<file path="src/rtl/strb_pkg.sv">
package strb_pkg;
  typedef enum logic [1:0] {
    ACC_B8  = 2'b00,
    ACC_B16 = 2'b01,
    ACC_B32 = 2'b10,
    ACC_B64 = 2'b11
  } acc_mode_e;

  typedef logic [1:0] pair_n_t;

  localparam int unsigned DEF_LANES = 8;
endpackage

</file>
<file path="src/rtl/strb_pair_gate.sv">
module strb_pair_gate (
  input  logic              strobe_n,
  input  logic              side,
  output strb_pkg::pair_n_t line_n
);
  always_comb begin
    line_n[0] = strobe_n | side;
    line_n[1] = strobe_n | ~side;
  end
endmodule

</file>
<file path="src/rtl/strb_lane_decode.sv">
module strb_lane_decode #(
  parameter int unsigned LANES = 8,
  localparam int unsigned SEL_W = $clog2(LANES)
) (
  input  logic                  cas_n,
  input  logic [SEL_W-1:0]      sel,
  input  strb_pkg::acc_mode_e   mode,
  output logic [LANES-1:0]      lane_n
);
  logic [$clog2(SEL_W+1)-1:0] grain;

  always_comb begin
    if (mode == strb_pkg::ACC_B64) grain = SEL_W[$clog2(SEL_W+1)-1:0];
    else                           grain = $clog2(SEL_W+1)'(mode);
  end

  for (genvar gi = 0; gi < LANES; gi++) begin : g_lane
    localparam logic [SEL_W-1:0] IDX = SEL_W'(gi);
    always_comb begin
      lane_n[gi] = cas_n | ((IDX >> grain) != (sel >> grain));
    end
  end
endmodule

</file>
<file path="src/rtl/strb_out_stage.sv">
module strb_out_stage #(
  parameter int unsigned W       = 15,
  parameter bit          REG_OUT = 1'b1
) (
  input  logic         clk,
  input  logic         rst_n,
  input  logic [W-1:0] d,
  output logic [W-1:0] q
);
  if (REG_OUT) begin : g_reg
    logic [W-1:0] q_nxt;
    logic [W-1:0] q_r;
    always_comb q_nxt = d;
    always_ff @(posedge clk or negedge rst_n) begin
      if (!rst_n) q_r <= '1;
      else        q_r <= q_nxt;
    end
    assign q = q_r;
  end else begin : g_pass
    logic unused_ok;
    assign unused_ok = &{1'b0, clk, rst_n};
    assign q = d;
  end
endmodule

</file>
<file path="src/rtl/strobe_lane_decoder.sv">
module strobe_lane_decoder #(
  parameter int unsigned LANES   = strb_pkg::DEF_LANES,
  parameter bit          REG_OUT = 1'b1,
  localparam int unsigned SEL_W  = $clog2(LANES),
  localparam int unsigned OUT_W  = 2 + LANES + 1 + 2 + 2
) (
  input  logic             clk,
  input  logic             rst_n,
  input  logic             mc_ras_n,
  input  logic             mc_cas_n,
  input  logic             mc_dsf,
  input  logic             mc_trg_n,
  input  logic             mc_we_n,
  input  logic             bank_sel,
  input  logic             even_odd,
  input  logic [SEL_W-1:0] byte_sel,
  input  logic [1:0]       acc_mode,
  output logic [1:0]       ras_n,
  output logic [LANES-1:0] cas_n,
  output logic             dsf,
  output logic [1:0]       trg_n,
  output logic [1:0]       we_n
);
  import strb_pkg::*;

  // reset: asserted asynchronously, released on a clock edge
  logic rst_s1, rst_s2;
  always_ff @(posedge clk or negedge rst_n) begin
    if (!rst_n) begin
      rst_s1 <= 1'b0;
      rst_s2 <= 1'b0;
    end else begin
      rst_s1 <= 1'b1;
      rst_s2 <= rst_s1;
    end
  end

  pair_n_t          ras_d, trg_d, we_d;
  logic [LANES-1:0] cas_d;
  acc_mode_e        mode_e;

  assign mode_e = acc_mode_e'(acc_mode);

  strb_pair_gate i_ras_gate (.strobe_n(mc_ras_n), .side(bank_sel), .line_n(ras_d));
  strb_pair_gate i_we_gate  (.strobe_n(mc_we_n),  .side(even_odd), .line_n(we_d));
  strb_pair_gate i_trg_gate (.strobe_n(mc_trg_n), .side(even_odd), .line_n(trg_d));

  strb_lane_decode #(.LANES(LANES)) i_lane (
    .cas_n (mc_cas_n),
    .sel   (byte_sel),
    .mode  (mode_e),
    .lane_n(cas_d)
  );

  logic [OUT_W-1:0] pins_d, pins_q;
  assign pins_d = {ras_d, cas_d, mc_dsf, trg_d, we_d};

  strb_out_stage #(.W(OUT_W), .REG_OUT(REG_OUT)) i_out (
    .clk  (clk),
    .rst_n(rst_s2),
    .d    (pins_d),
    .q    (pins_q)
  );

  assign {ras_n, cas_n, dsf, trg_n, we_n} = pins_q;

  // ---- assertions next to the decode they guard ----
  p_ras_one_bank_r2: assert property (@(posedge clk) disable iff (!rst_s2)
    $onehot0(~ras_d));
  p_ras_follow_r2: assert property (@(posedge clk) disable iff (!rst_s2)
    !mc_ras_n |-> (ras_d[bank_sel] == 1'b0));
  p_cas_count_r3: assert property (@(posedge clk) disable iff (!rst_s2)
    !mc_cas_n |-> ($countones(~cas_d) ==
      ((acc_mode == 2'b11) ? LANES : (1 << acc_mode))));
  p_cas_hit_r3: assert property (@(posedge clk) disable iff (!rst_s2)
    !mc_cas_n |-> (cas_d[byte_sel] == 1'b0));
  p_we_one_bank_r8: assert property (@(posedge clk) disable iff (!rst_s2)
    $onehot0(~we_d));
  p_trg_one_bank_r9: assert property (@(posedge clk) disable iff (!rst_s2)
    $onehot0(~trg_d));
  p_idle_r10: assert property (@(posedge clk) disable iff (!rst_s2)
    mc_cas_n |-> (&cas_d));
  if (REG_OUT) begin : g_reg_chk
    p_hold_r11: assert property (@(posedge clk) disable iff (!rst_s2)
      $past(rst_s2) |-> ({ras_n, cas_n, dsf, trg_n, we_n} == $past(pins_d)));
  end
endmodule

</file>
<file path="config.mk">
export PLATFORM = sky130hd
export DESIGN_NAME = strobe_lane_decoder
export DESIGN_NICKNAME = d
export VERILOG_FILES = /design/src/rtl/strb_pkg.sv /design/src/rtl/strb_pair_gate.sv /design/src/rtl/strb_lane_decode.sv /design/src/rtl/strb_out_stage.sv /design/src/rtl/strobe_lane_decoder.sv
export SDC_FILE = /design/constraint.sdc
export NUM_CORES = 1
export LEC_CHECK = 0
export CAP_MARGIN = 20
export CORE_MARGIN = 2
export CORE_UTILIZATION = 46
export CTS_CLUSTER_SIZE = 12
export DETAILED_ROUTE_END_ITERATION = 7
export HOLD_SLACK_MARGIN = 0.06
export PLACE_DENSITY_LB_ADDON = 0.15
export SLEW_MARGIN = 10
export SYNTH_ARGS = -nofsm -noshare
export SYNTH_HDL_FRONTEND = slang
export SYNTH_SLANG_ARGS = --single-unit
</file>
<file path="constraint.sdc">
create_clock -name clk -period 0.9 [get_ports clk]
set_input_delay 0.09 -clock clk [delete_from_list [all_inputs] [get_ports clk]]
set_output_delay 0.09 -clock clk [all_outputs]
set_load 0.005 [all_outputs]
</file>
==> results_dict.tcl <==
set metrics [dict create \
    cp_slowest_stage_delay_ps 280 \
    cts.path.max_buffers 2 \
    pin_count 29 \
    vdd_drop_max_uv 986 \
    setup_tns_ps -3080 \
    yosys.area_share.xor_xnor_pct 10.0 \
    start_util_pct 50.6 \
    crit_chain "buf_8 > ha_4 > buf_6 > nor4b_4 > buf_4 > xor2_2 > a211oi_2 > nand2_1" \
    core_mm2 0.00156 \
    synth_compound_area_share_pct 6.67 \
    rows 14 \
    preCtsSetupSlack_ps -1100 \
    r2r_start "rst_s1" \
    synth_mux_area_share_pct 1.27 \
    power.leakage_nw 0.610 \
    dr_wl_met3_um 93 \
    worstHoldPathType "reg -> async" \
    synthTopCellsByCount "dfstp_2 (15), xor2_1 (5)" \
    synth.top_cell.area_share_pct 50.0 \
    fp.dieW_um 45.4 \
    remaining_drc_errors 0 \
    n_fill_cell 71 \
    dr.pass1.iters 3 \
    wl_mm 2.26 \
    yosys.area_share.simple_pct 17.9 \
    via_count 683 \
    setup_viol 23 \
    synth_area_leaders "dfstp_2 (50%), dfrtp_1 (6.3%), ha_1 (6.3%)" \
    dp_hpwl_mm 1.31 \
    synth_top_family_by_area "simple AND/OR/NAND/NOR gates" \
    nets 137 \
    ys_seq_area_share_pct 56.3 \
    tritoncts "yes" \
    port_buffers 28 \
    finalHoldViolCount 0 \
    reg2reg_to "rst_s2" \
    gp_congestion 0.850 \
    start_kind "primary input" \
    diodes 0 \
    fin_cells 134 \
    fin_ws_ps -281 \
    synth_warnings 0 \
    die-area_mm2 0.00206 \
    areaGrowthSynthToFinish_pct 74.4 \
    finalCritPeriodShare_pct 131 \
    violations "setup timing" \
    ys_ff_latch 17 \
    ys_types 26 \
    fin_skew_ps 4.70 \
    ys.flop_type "dfstp_2" \
    p_per_area_mw_per_mm2 1280 \
    worstPathMaxFanout 5 \
    rsz0062_at_grt "yes" \
    syn_area_um2 788 \
    synth_edf_count 0 \
    m1WireLength_um 873 \
    synth-async-reset-ratio_pct 100 \
    antenna_found_initial 0 \
    grt_max_degree 15 \
    grt_overflow 0 \
    grt_pass1_wl_mm 3.21 \
    post_drt_wl_per_cell_um 16.8 \
    yosysMostFrequentCell "dfstp_2" \
    syn_avg_cell_area_um2 12.3 \
    fmaxAchievable_ghz 0.846 \
    crit_arrival_ps 1390 \
    top_layer_used "met4" \
    clk_pin_slew_worst_paths_ps 90 \
    synth.largest_area_cell "dfstp_2" \
    drtAntennaViolNets 0 \
    clock_latency_ps 280 \
    end_kind "register" \
    maxSlewViolCount 0 \
    grt_use_total_pct 22.9 \
    wl_met2_mm 1.24 \
    grt_pass1_vias 702 \
    die_h_um 45.4 \
    clock-root-buffer "clkbuf_4" \
    drtIter0Drc 8 \
    required_ps 1110 \
    worstSetupPathType "in -> reg" \
    dp.cells 124 \
    cts_max_level 1 \
    synthAdderAreaFrac_pct 6.35 \
    layout-drive-gt1-share_pct 62.7 \
    cts.sink_count 17 \
    r2r_slack_ps 430 \
    synth_nets 82 \
    cp_slowest_cell "nor4b_4" \
    hold_slack_ps 196 \
    drv_cap 0 \
    ff2ff_path_depth 0 \
    syn_inst 64 \
    viasPerCell 5.10 \
    cts_buffers 3 \
    status "finished, violations left" \
    min_period_ps 1180 \
]
## cells in the final DEF (no fill, tap or decap), types with 3 or more instances in the layout
cell type / netlist / routed
buf_4: 0 / 16
dfstp_2: 15 / 15
buf_2: 0 / 9
buf_6: 0 / 9
clkdlybuf4s50_1: 0 / 8
xor2_1: 5 / 4
nand2_1: 4 / 4
xnor2_1: 4 / 4
or2_2: 3 / 3
nand2b_1: 3 / 3
clkbuf_4: 0 / 3
buf_8: 0 / 3
## logic make-up (layout without fill, tap and decap cells)
family,after synthesis,after routing
flops,17,17
simple gates,24,24
fa+ha+maj,4,4
xor+xnor,9,9
buf+inv,2,56
compound gates,6,6
other cells,1,1
mux,1,1
## repair_timing
item | CTS | global route
pin swaps | 7 | 2
cloned | 0 | 0
resized for setup | 93 | 11
buffers inserted | 3 | 2
hold buffers | 1 | 0
setup endpoints to repair | 23 | 23
endpoints found under the hold margin | 2 | 0
## where the power goes
| group | leakage [nW] | internal [W] | switching [W] |
|---|---|---|---|
| combinational | 0.411 | 0.000287 | 0.000218 |
| clock | 0.0177 | 0.000165 | 0.000221 |
| sequential | 0.181 | 0.000852 | 0.0000174 |
| total | 0.610 | 0.00130 | 0.000456 |
## stage by stage
step | area [um2] | power [W] | utilization [%]
3_5_place_dp | 1220 | 0.00130 | 78.5
3_3_place_gp | 1220 | 0.00129 | 78.5
6_report | 1380 | 0.00176 | 88.2
5_1_grt | 1380 | 0.00184 | 88.2
2_1_floorplan | 803 | 0.00104 | -
4_1_cts | 1290 | 0.00170 | 82.8
## flip-flops by register name, summed over array words and instances, names as in the netlist
signal   cells
rst_s1       1
rst_s2       1
i_out.q     15
## how the worst max path moves through the flow
stage           startpoint           to  slack (ps)  cells past startpoint
2_1_floorplan  acc_mode[0]   i_out.q[7]        -720                      5
3_3_place_gp   acc_mode[0]   i_out.q[7]       -1060                      7
3_5_place_dp   acc_mode[0]   i_out.q[7]       -1100                      6
4_1_cts        acc_mode[0]   i_out.q[7]        -220                      6
5_1_grt        acc_mode[0]   i_out.q[6]        -310                      7
6_report       acc_mode[0]  i_out.q[11]        -280                      8
## worst max-delay path, delay by kind of cell
family	cells	cell delay, ps
buffers and inverters	3	400
xor gates and xnor gates	1	70
AOI/OAI and AO/OA	1	240
and+or+nand+nor	2	400
adders and majority gates	1	180
## layer usage
metal  track usage, %  up-vias
met2             42.3       22
met1             25.4      334
met3             5.56        6
met4             7.06        0
li1                 -      321
met5                0        -
## cell type report
cell class	instances	area, um2	share of cell area (%)
Clock buffer	3	22.5	1.64
Clock inverter	1	5.00	0.364
Inverter	2	7.51	0.546
Multi-Input combinational cell	45	424	30.8
Sequential cell	17	444	32.3
Tap cell	16	20.0	1.46
Timing Repair Buffer	50	452	32.8
Power figures use the tool's default switching activity.
